File: src/rtl/tdn_pkg.sv
package tdn_pkg;
  typedef enum logic [1:0] {
    TD_IDLE = 2'd0,
    TD_WAIT = 2'd1,
    TD_WB   = 2'd2,
    TD_IRQ  = 2'd3
  } td_state_e;

  localparam logic [31:0] TD_ACK_MAGIC = 32'hFFFF_FFFC;
endpackage

File: src/rtl/tdn_chan_fsm.sv
module tdn_chan_fsm
  import tdn_pkg::*;
(
  input  logic      clk,
  input  logic      rst_n,
  input  logic      cmd_hit,
  input  logic      frame_busy,
  input  logic      hdp_nonzero,
  input  logic      wb_grant,
  input  logic      ack_hit,
  output td_state_e state,
  output logic      wb_req,
  output logic      irq,
  output logic      clr_hdp
);
  td_state_e state_d;

  always_comb begin
    state_d = state;
    unique case (state)
      TD_IDLE: if (cmd_hit) begin
        if (frame_busy)       state_d = TD_WAIT;
        else if (hdp_nonzero) state_d = TD_WB;
        else                  state_d = TD_IRQ;
      end
      TD_WAIT: if (!frame_busy) state_d = hdp_nonzero ? TD_WB : TD_IRQ;
      TD_WB:   if (wb_grant) state_d = TD_IRQ;
      TD_IRQ:  if (ack_hit)  state_d = TD_IDLE;
      default: state_d = TD_IDLE;
    endcase
  end

  always_ff @(posedge clk) begin
    if (!rst_n) state <= TD_IDLE;
    else        state <= state_d;
  end

  assign wb_req  = (state == TD_WB);
  assign irq     = (state == TD_IRQ);
  assign clr_hdp = (state == TD_WB) && wb_grant;

  AST_WAIT_HOLDS: assert property (@(posedge clk) disable iff (!rst_n)
    (state == TD_WAIT && frame_busy) |=> (state == TD_WAIT));
  AST_IRQ_STICKY: assert property (@(posedge clk) disable iff (!rst_n)
    (irq && !ack_hit) |=> irq);
  AST_IRQ_CLEARS: assert property (@(posedge clk) disable iff (!rst_n)
    (irq && ack_hit) |=> !irq);
  AST_DUP_IGNORED: assert property (@(posedge clk) disable iff (!rst_n)
    (cmd_hit && state == TD_WB && !wb_grant) |=> (state == TD_WB));
  AST_GRANT_IN_WB: assert property (@(posedge clk) disable iff (!rst_n)
    wb_grant |-> (state == TD_WB));
endmodule

File: src/rtl/tdn_wb_arb.sv
module tdn_wb_arb #(
  parameter int NUM_CH = 8,
  localparam int CH_W = $clog2(NUM_CH)
) (
  input  logic              clk,
  input  logic              rst_n,
  input  logic [NUM_CH-1:0] req,
  input  logic              wb_ready,
  output logic              wb_valid,
  output logic [CH_W-1:0]   sel,
  output logic [NUM_CH-1:0] grant
);
  logic            lock_q;
  logic [CH_W-1:0] lock_idx_q;
  logic [CH_W-1:0] top_idx;

  always_comb begin
    top_idx = '0;
    for (int i = 0; i < NUM_CH; i++) begin
      if (req[i]) top_idx = CH_W'(i);
    end
  end

  assign sel      = lock_q ? lock_idx_q : top_idx;
  assign wb_valid = |req;

  always_comb begin
    grant = '0;
    if (wb_valid && wb_ready) grant[sel] = 1'b1;
  end

  always_ff @(posedge clk) begin
    if (!rst_n) begin
      lock_q     <= 1'b0;
      lock_idx_q <= '0;
    end else begin
      lock_q     <= wb_valid && !wb_ready;
      lock_idx_q <= sel;
    end
  end

  AST_WB_STABLE: assert property (@(posedge clk) disable iff (!rst_n)
    (wb_valid && !wb_ready) |=> (wb_valid && $stable(sel)));
  AST_GRANT_ONEHOT: assert property (@(posedge clk) disable iff (!rst_n)
    $onehot0(grant));
  AST_TOP_FIRST: assert property (@(posedge clk) disable iff (!rst_n)
    (wb_valid && !lock_q) |-> ((req >> sel) == NUM_CH'(1)));
endmodule

File: src/rtl/txdma_teardown_ctrl.sv
module txdma_teardown_ctrl
  import tdn_pkg::*;
#(
  parameter int NUM_CH = 8,
  parameter int PTR_W  = 32,
  localparam int CH_W  = $clog2(NUM_CH)
) (
  input  logic              clk,
  input  logic              rst_n,
  input  logic              cmd_valid,
  output logic              cmd_ready,
  input  logic [CH_W-1:0]   cmd_chan,
  input  logic              hdp_wr_en,
  input  logic [CH_W-1:0]   hdp_wr_chan,
  input  logic [PTR_W-1:0]  hdp_wr_data,
  input  logic              en_wr,
  input  logic [NUM_CH-1:0] en_wdata,
  output logic [NUM_CH-1:0] chan_en,
  input  logic [NUM_CH-1:0] frame_busy,
  output logic              wb_valid,
  input  logic              wb_ready,
  output logic [CH_W-1:0]   wb_chan,
  output logic [PTR_W-1:0]  wb_addr,
  output logic [NUM_CH-1:0] irq,
  input  logic              ack_wr_en,
  input  logic [CH_W-1:0]   ack_chan,
  input  logic [31:0]       ack_data,
  input  logic [CH_W-1:0]   rd_chan,
  output logic [PTR_W-1:0]  hdp_rd_data,
  output logic [31:0]       ack_rd_data
);
  logic [PTR_W-1:0]  hdp_q [NUM_CH];
  td_state_e         st    [NUM_CH];
  logic [NUM_CH-1:0] wb_req;
  logic [NUM_CH-1:0] grant;
  logic [NUM_CH-1:0] clr_hdp;
  logic              ack_magic;

  assign cmd_ready = 1'b1;
  assign ack_magic = ack_wr_en && (ack_data == TD_ACK_MAGIC);

  for (genvar g = 0; g < NUM_CH; g++) begin : g_ch
    logic cmd_hit, ack_hit, hdp_we;

    assign cmd_hit = cmd_valid && (cmd_chan == CH_W'(g));
    assign ack_hit = ack_magic && (ack_chan == CH_W'(g));
    assign hdp_we  = hdp_wr_en && (hdp_wr_chan == CH_W'(g)) && (st[g] == TD_IDLE);

    tdn_chan_fsm u_fsm (
      .clk         (clk),
      .rst_n       (rst_n),
      .cmd_hit     (cmd_hit),
      .frame_busy  (frame_busy[g]),
      .hdp_nonzero (hdp_q[g] != '0),
      .wb_grant    (grant[g]),
      .ack_hit     (ack_hit),
      .state       (st[g]),
      .wb_req      (wb_req[g]),
      .irq         (irq[g]),
      .clr_hdp     (clr_hdp[g])
    );

    always_ff @(posedge clk) begin
      if (!rst_n)          hdp_q[g] <= '0;
      else if (clr_hdp[g]) hdp_q[g] <= '0;
      else if (hdp_we)     hdp_q[g] <= hdp_wr_data;
    end

    AST_HDP_CLEARED: assert property (@(posedge clk) disable iff (!rst_n)
      clr_hdp[g] |=> (hdp_q[g] == '0));
    AST_HDP_FROZEN: assert property (@(posedge clk) disable iff (!rst_n)
      (st[g] != TD_IDLE && !clr_hdp[g]) |=> $stable(hdp_q[g]));
  end

  tdn_wb_arb #(.NUM_CH(NUM_CH)) u_arb (
    .clk      (clk),
    .rst_n    (rst_n),
    .req      (wb_req),
    .wb_ready (wb_ready),
    .wb_valid (wb_valid),
    .sel      (wb_chan),
    .grant    (grant)
  );

  assign wb_addr     = hdp_q[wb_chan];
  assign hdp_rd_data = hdp_q[rd_chan];
  assign ack_rd_data = irq[rd_chan] ? TD_ACK_MAGIC : 32'h0;

  always_ff @(posedge clk) begin
    if (!rst_n)     chan_en <= '0;
    else if (en_wr) chan_en <= en_wdata;
  end

  AST_EN_KEEP: assert property (@(posedge clk) disable iff (!rst_n)
    !en_wr |=> $stable(chan_en));
  AST_WB_ADDR_HELD: assert property (@(posedge clk) disable iff (!rst_n)
    (wb_valid && !wb_ready) |=> $stable(wb_addr));
endmodule

File: config.mk
export PLATFORM = sky130hd
export DESIGN_NAME = txdma_teardown_ctrl
export DESIGN_NICKNAME = d
export VERILOG_FILES = /design/src/rtl/tdn_pkg.sv /design/src/rtl/tdn_chan_fsm.sv /design/src/rtl/tdn_wb_arb.sv /design/src/rtl/txdma_teardown_ctrl.sv
export SDC_FILE = /design/constraint.sdc
export NUM_CORES = 1
export LEC_CHECK = 0
export CORE_ASPECT_RATIO = 0.5
export CORE_MARGIN = 2
export CORE_UTILIZATION = 40
export DETAILED_ROUTE_END_ITERATION = 16
export PLACE_DENSITY = 0.72
export SLEW_MARGIN = 20
export SYNTH_ARGS = -nofsm -noshare
export SYNTH_HDL_FRONTEND = slang
export SYNTH_SLANG_ARGS = --single-unit
File: constraint.sdc
create_clock -name clk -period 10.7 [get_ports clk]
set_input_delay 1.605 -clock clk [delete_from_list [all_inputs] [get_ports clk]]
set_output_delay 1.605 -clock clk [all_outputs]
set_load 0.1 [all_outputs]
# == After elaboration in Yosys (flattened, before gate mapping) ==
# Memories as Yosys holds them, arrays and structs flattened.
# Cells that the tools add are included.
# classes
n_eq_ne,78
order_cmp,3
div,0
n_mul,0
shift,0
reduce_logical,73
n_addsub,0
mux,143
bitwise_logic,16
# ops
cell,count
32-bit two-way mux,17
32-bit nonzero test,8
2-bit two-way mux,40
1-bit two-way mux,68
"2-bit != test, second input constant",32
2-bit case mux with 4 select lines,8
1-bit logical AND,44
"3-bit equality test, second input constant",12
"2-bit equality test, second input constant",16
"32-bit equality test, second input constant",1
4-bit AND reduction,8
3-bit two-way mux,7
"3-bit by 2-bit equality test with 1-bit output, second input constant",6
"2-bit by 1-bit equality test with 1-bit output, second input constant",8
2-bit logical NOT,8
1-bit bitwise OR,16
"3-bit by 1-bit equality test with 1-bit output, second input constant",3
3-bit logical NOT,3
"3-bit by 4-bit < comparator with 1-bit output, second input constant",2
8-bit two-way mux,1
8-bit OR reduction,1
1-bit binary-select mux with 3-bit select,1
1-bit demux with 3-bit select,1
"3-bit by 1-bit >= comparator with 1-bit output, second input constant",1
1-bit logical NOT,1
# word_totals
ff_bits,28
ramBits,256
latchBits,0
out_inout_bits,117
word_cells,325
mem_count,1
romBits,0
# mem_list
name,words,width,rd,rd_ports_with_merged_regs,write_ports,line,rtl
hdp_q,8,32,10,0,8,txdma_teardown_ctrl.sv:32,logic [PTR_W-1:0] hdp_q [NUM_CH];

# == Logic depth before layout (Yosys ltp) ==
# logic_depth
ltp_word,20
ltp_mapped,12

# == Cells and area by module ==
# From an unflattened synthesis, not the netlist that was laid out.
# hier_totals
cells_unflattened,1232
area_unflattened_um2,17116.4
# by_module_without_submodules
module,cells_each,seq_area_each_um2,area_each_um2,instances
txdma_teardown_ctrl,989,7847.5,14919.3,1
tdn_chan_fsm,26,40.0,240.2,8
tdn_wb_arb,35,80.1,275.3,1

# == Least setup slack after synthesis ==
# OpenSTA, ideal clock, no wires.
# synth_timing
kind,input to output
startpoint,in rd_chan[0]
endpoint,out ack_rd_data[10]
path_stages,5
arrival_time_ps,4116
slack_ps,4979
required_time_ps,9095
path_buffers,3
path_cell_list,buf_1 buf_1 mux4_2 mux2_2 buf_4
# synth_between
elab_chain_len,3
# synth_rtl
item,line,rtl
from (decl),txdma_teardown_ctrl.sv:28,"input logic [CH_W-1:0] rd_chan,"
1-bit binary-select mux with 3-bit select,txdma_teardown_ctrl.sv:87,assign ack_rd_data = irq[rd_chan] ? TD_ACK_MAGIC : 32'h0;
1-bit two-way mux (implied by the code),txdma_teardown_ctrl.sv:87,
32-bit two-way mux,txdma_teardown_ctrl.sv:87,
to (decl),txdma_teardown_ctrl.sv:30,output logic [31:0] ack_rd_data
# Every way passes these cells. The select of a mux whose other input is x is not followed.

# == Worst setup path in the final report ==
# layout_timing
startpoint,reg g_ch[5].u_fsm.state[0]
endpoint,out wb_addr[7]
# layout_between
elab_chain_len,6
# layout_rtl
item,line,rtl
from (decl),tdn_chan_fsm.sv:11,"output td_state_e state,"
from (signal assigned),tdn_chan_fsm.sv:35,else state <= state_d;
2-bit equality test,tdn_chan_fsm.sv:38,assign wb_req = (state == TD_WB);
3-bit two-way mux (3 in series),tdn_wb_arb.sv:20,if (req[i]) top_idx = CH_W'(i);
3-bit two-way mux,tdn_wb_arb.sv:24,assign sel = lock_q ? lock_idx_q : top_idx;
memory read 8 x 32 bit,--,
to (decl),txdma_teardown_ctrl.sv:23,"output logic [PTR_W-1:0] wb_addr,"
# Every way passes these cells.

==> reports/metrics.cfg <==
[routing]
postRouteAntennaNets = 0
via_per_inst = 6.03
vias = 12400
wl_mm = 52.0
initialDrtViolationCount = 1430
drc = 0
wl_per_cell_um = 25.3
first_pass_iters = 5

[clock_tree]
cts_max_level = 1
clkTransAtPathRegs_ns = 0.07
cts_setup_buffers = 0
cts_tree = built
worstSkewPairLatency_ns = 0.60
clk_path_buf_depth = 3
cts.sinks = 284
cts_resized = 0
cts_buffers = 28
cts-root-buf = clkbuf_16
hold_buffers = 0

[placement]
hpwl_mm = 34.3
port-buffer-count = 212
routabilityCongestion = 0.886

[global_routing]
grt_max_degree = 68
grt_pass1_wl_mm = 77.0
grt_pass1_vias = 12100
antenna_found_initial = 1
grt_usage = 0.235
grt.overflow.total = 0

[sta]
hold_viol = 0
fin_setup_tns_ns = 0
setup_viol = 0
worst_slew_pin_slew_ns = 1.19
period_needed_ns = 6.86
skew_ns = 0.0457
min_period_over_period = 0.641
rsz0062_at_grt = false
slew_viol_final = 0
fmax_ghz = 0.146
slew-limit-headroom = 0.206

[worst_setup_path]
cpMaxStageDelayCell = clkdlybuf4s50_1
reg2reg_to = hdp_q[6][22]
crit_type = reg2out
critPathCaptureType = output port
slowest_delay_ns = 0.98
crit_fanout = 67
critPathRequiredTime_ns = 9.10
start_kind = flop
r2r_start = g_ch[5].u_fsm.state[0]
crit_chain = inv_1 -> ha_1 -> nor2b_1 -> o31ai_1 -> and2_4 -> inv_4 -> buf_6 -> mux2i_1 -> o22ai_1 -> or2_2 -> clkdlybuf4s50_1
reg2reg_depth = 10
r2r_slack_ns = 6.22
worstPathArrival_ns = 5.25

[cells_and_area]
syn2layout_area_growth_pct = 20.0
nets = 1622
drive_gt1_frac = 0.145

[floorplanning]
ios = 216
initial_core_util = 0.409
die_y_um = 149
row_count = 52
die_w_um = 293
core_area_um2 = 40900
dieArea_um2 = 43600

[synthesis]
synth_seq_cells = 284
yosysTopAreaCell = edfxtp_1
synth-seq-area-share = 0.493
yosysWarnings = 0
ys_async_sr_fraction = 0
synth_edf_count = 256
avgSynthCellArea_um2 = 12.4
synthTopCellsByArea = edfxtp_1, and2_1, mux2i_1, mux4_2, dfxtp_1
synth_area_um2 = 16700
synthCells = 1347
yosysUniqueCellTypes = 53
ys.flop_type = edfxtp_1
synth_top_area_share = 0.460

[hold_path]
whs_endpoint = chan_en[2]
worstHoldPathCells = 2
hp-class = reg2reg
hold_start = chan_en[2]

[job]
cap_violations = 0

[run_status]
status = finished, final reports clean

==> cells by family (layout without fill, tap and decap cells) <==
group | after synthesis | in the layout | synth area share
adders and majority gates | 32 | 32 | 0.0239
AOI/OAI and AO/OA | 134 | 134 | 0.0558
other | 2 | 4 | 0.000449
buffers and inverters | 151 | 313 | 0.0479
muxes | 250 | 250 | 0.202
and+or+nand+nor | 494 | 494 | 0.177
DFF | 284 | 284 | 0.493
==> layout by cell type (no fill, tap or decap), types with 4 or more instances in the layout <==
cell             netlist  routed
a211o_1                8       8
a211oi_4               0       8
a21oi_1                7       7
a31oi_1                6       6
and2_1               258     257
buf_4                 40      21
bufinv_16              0       4
clkbuf_1              32       8
clkbuf_16              0      28
clkdlybuf4s50_1        0     209
dfxtp_1               28      28
edfxtp_1             256     256
ha_1                  32      32
inv_1                 31      31
mux2_2                33      33
mux2i_1              150     150
mux4_2                66      66
nand2_1               40      40
nand3_1               12       4
nand3_2                0       6
nand4_1               26      26
nor2_1                26      26
nor2b_1                8       8
nor3_1                 8       8
nor4_1                65      65
o211ai_1               6       6
o21ai_0               12      12
o22ai_1               64      64
o311ai_0               8       8
o31ai_1                5       5
or2_2                 32      32
==> critical path: cells and delay by family (launching register included) <==
kind,cells,cell delay (ns)
buffers and inverters,4,1.90
multiplexers,1,0.31
AO/OA/AOI/OAI,2,0.32
adder cells (fa/ha/maj),1,0.30
AND/OR/NAND/NOR,3,1.35
flip-flops,1,0.40
==> sequential cells by signal (all words and copies together), names as in the netlist <==
signal and count:
hdp_q 256, g_ch.u_fsm.state 16, chan_en 8, u_arb.lock_idx_q 3
u_arb.lock_q 1
==> worst max-delay path by stage <==
stage,start,cells past startpoint,end
after global placement,rd_chan[0],5,ack_rd_data[26]
after global routing,g_ch[5].u_fsm.state[0],11,wb_addr[7]
final,g_ch[5].u_fsm.state[0],11,wb_addr[7]
after floorplan,rd_chan[0],5,ack_rd_data[10]
after CTS,g_ch[5].u_fsm.state[0],11,wb_addr[30]
after detailed placement,rd_chan[0],5,ack_rd_data[11]
==> layout make-up <==
| type | instances | area (µm²) |
|---|---|---|
| clock inverters | 13 | 203 |
| clock buffers | 36 | 731 |
| fillers | 3576 | 20800 |
| repair buffers | 232 | 2270 |
| well taps | 540 | 676 |
| diodes | 1 | 2.50 |
| multi-input cells | 913 | 7820 |
| inverters | 32 | 123 |
| flip-flops and latches | 284 | 8250 |
==> cell usage after synthesis (8+ instances only) <==
cell type    n
and2_1     258
edfxtp_1   256
mux2i_1    150
mux4_2      66
nor4_1      65
o22ai_1     64
buf_4       40
nand2_1     40
mux2_2      33
clkbuf_1    32
ha_1        32
or2_2       32
inv_1       31
dfxtp_1     28
nand4_1     26
nor2_1      26
clkbuf_2    18
buf_1       14
nand3_1     12
o21ai_0     12
a211o_1      8
a211oi_2     8
buf_2        8
nor2b_1      8
nor3_1       8
o311ai_0     8
==> stage by stage <==
stage	hold slack, ns	cells	utilization	area [µm²]	setup WS, ns
floorplan	0.468	1348	-	16700	4.98
global placement	0.472	2001	0.468	19100	4.17
detailed placement	0.483	2001	0.468	19100	4.12
CTS	0.500	2050	0.491	20100	3.86
global route	0.511	2051	0.491	20100	3.62
finish	0.495	2051	0.491	20100	3.84
==> metal layers <==
| layer | up-vias | track usage | wire length (µm) |
|---|---|---|---|
| met5 | - | 0 | 0 |
| met4 | 0 | 0.0821 | 1720 |
| met3 | 114 | 0.0533 | 4900 |
| met2 | 687 | 0.367 | 24100 |
| met1 | 6218 | 0.324 | 21200 |
| li1 | 5354 | - | - |
Power is left out: the tool's default activity adds up to more than one toggle a clock period on the data nets, which glitch-free logic cannot reach.
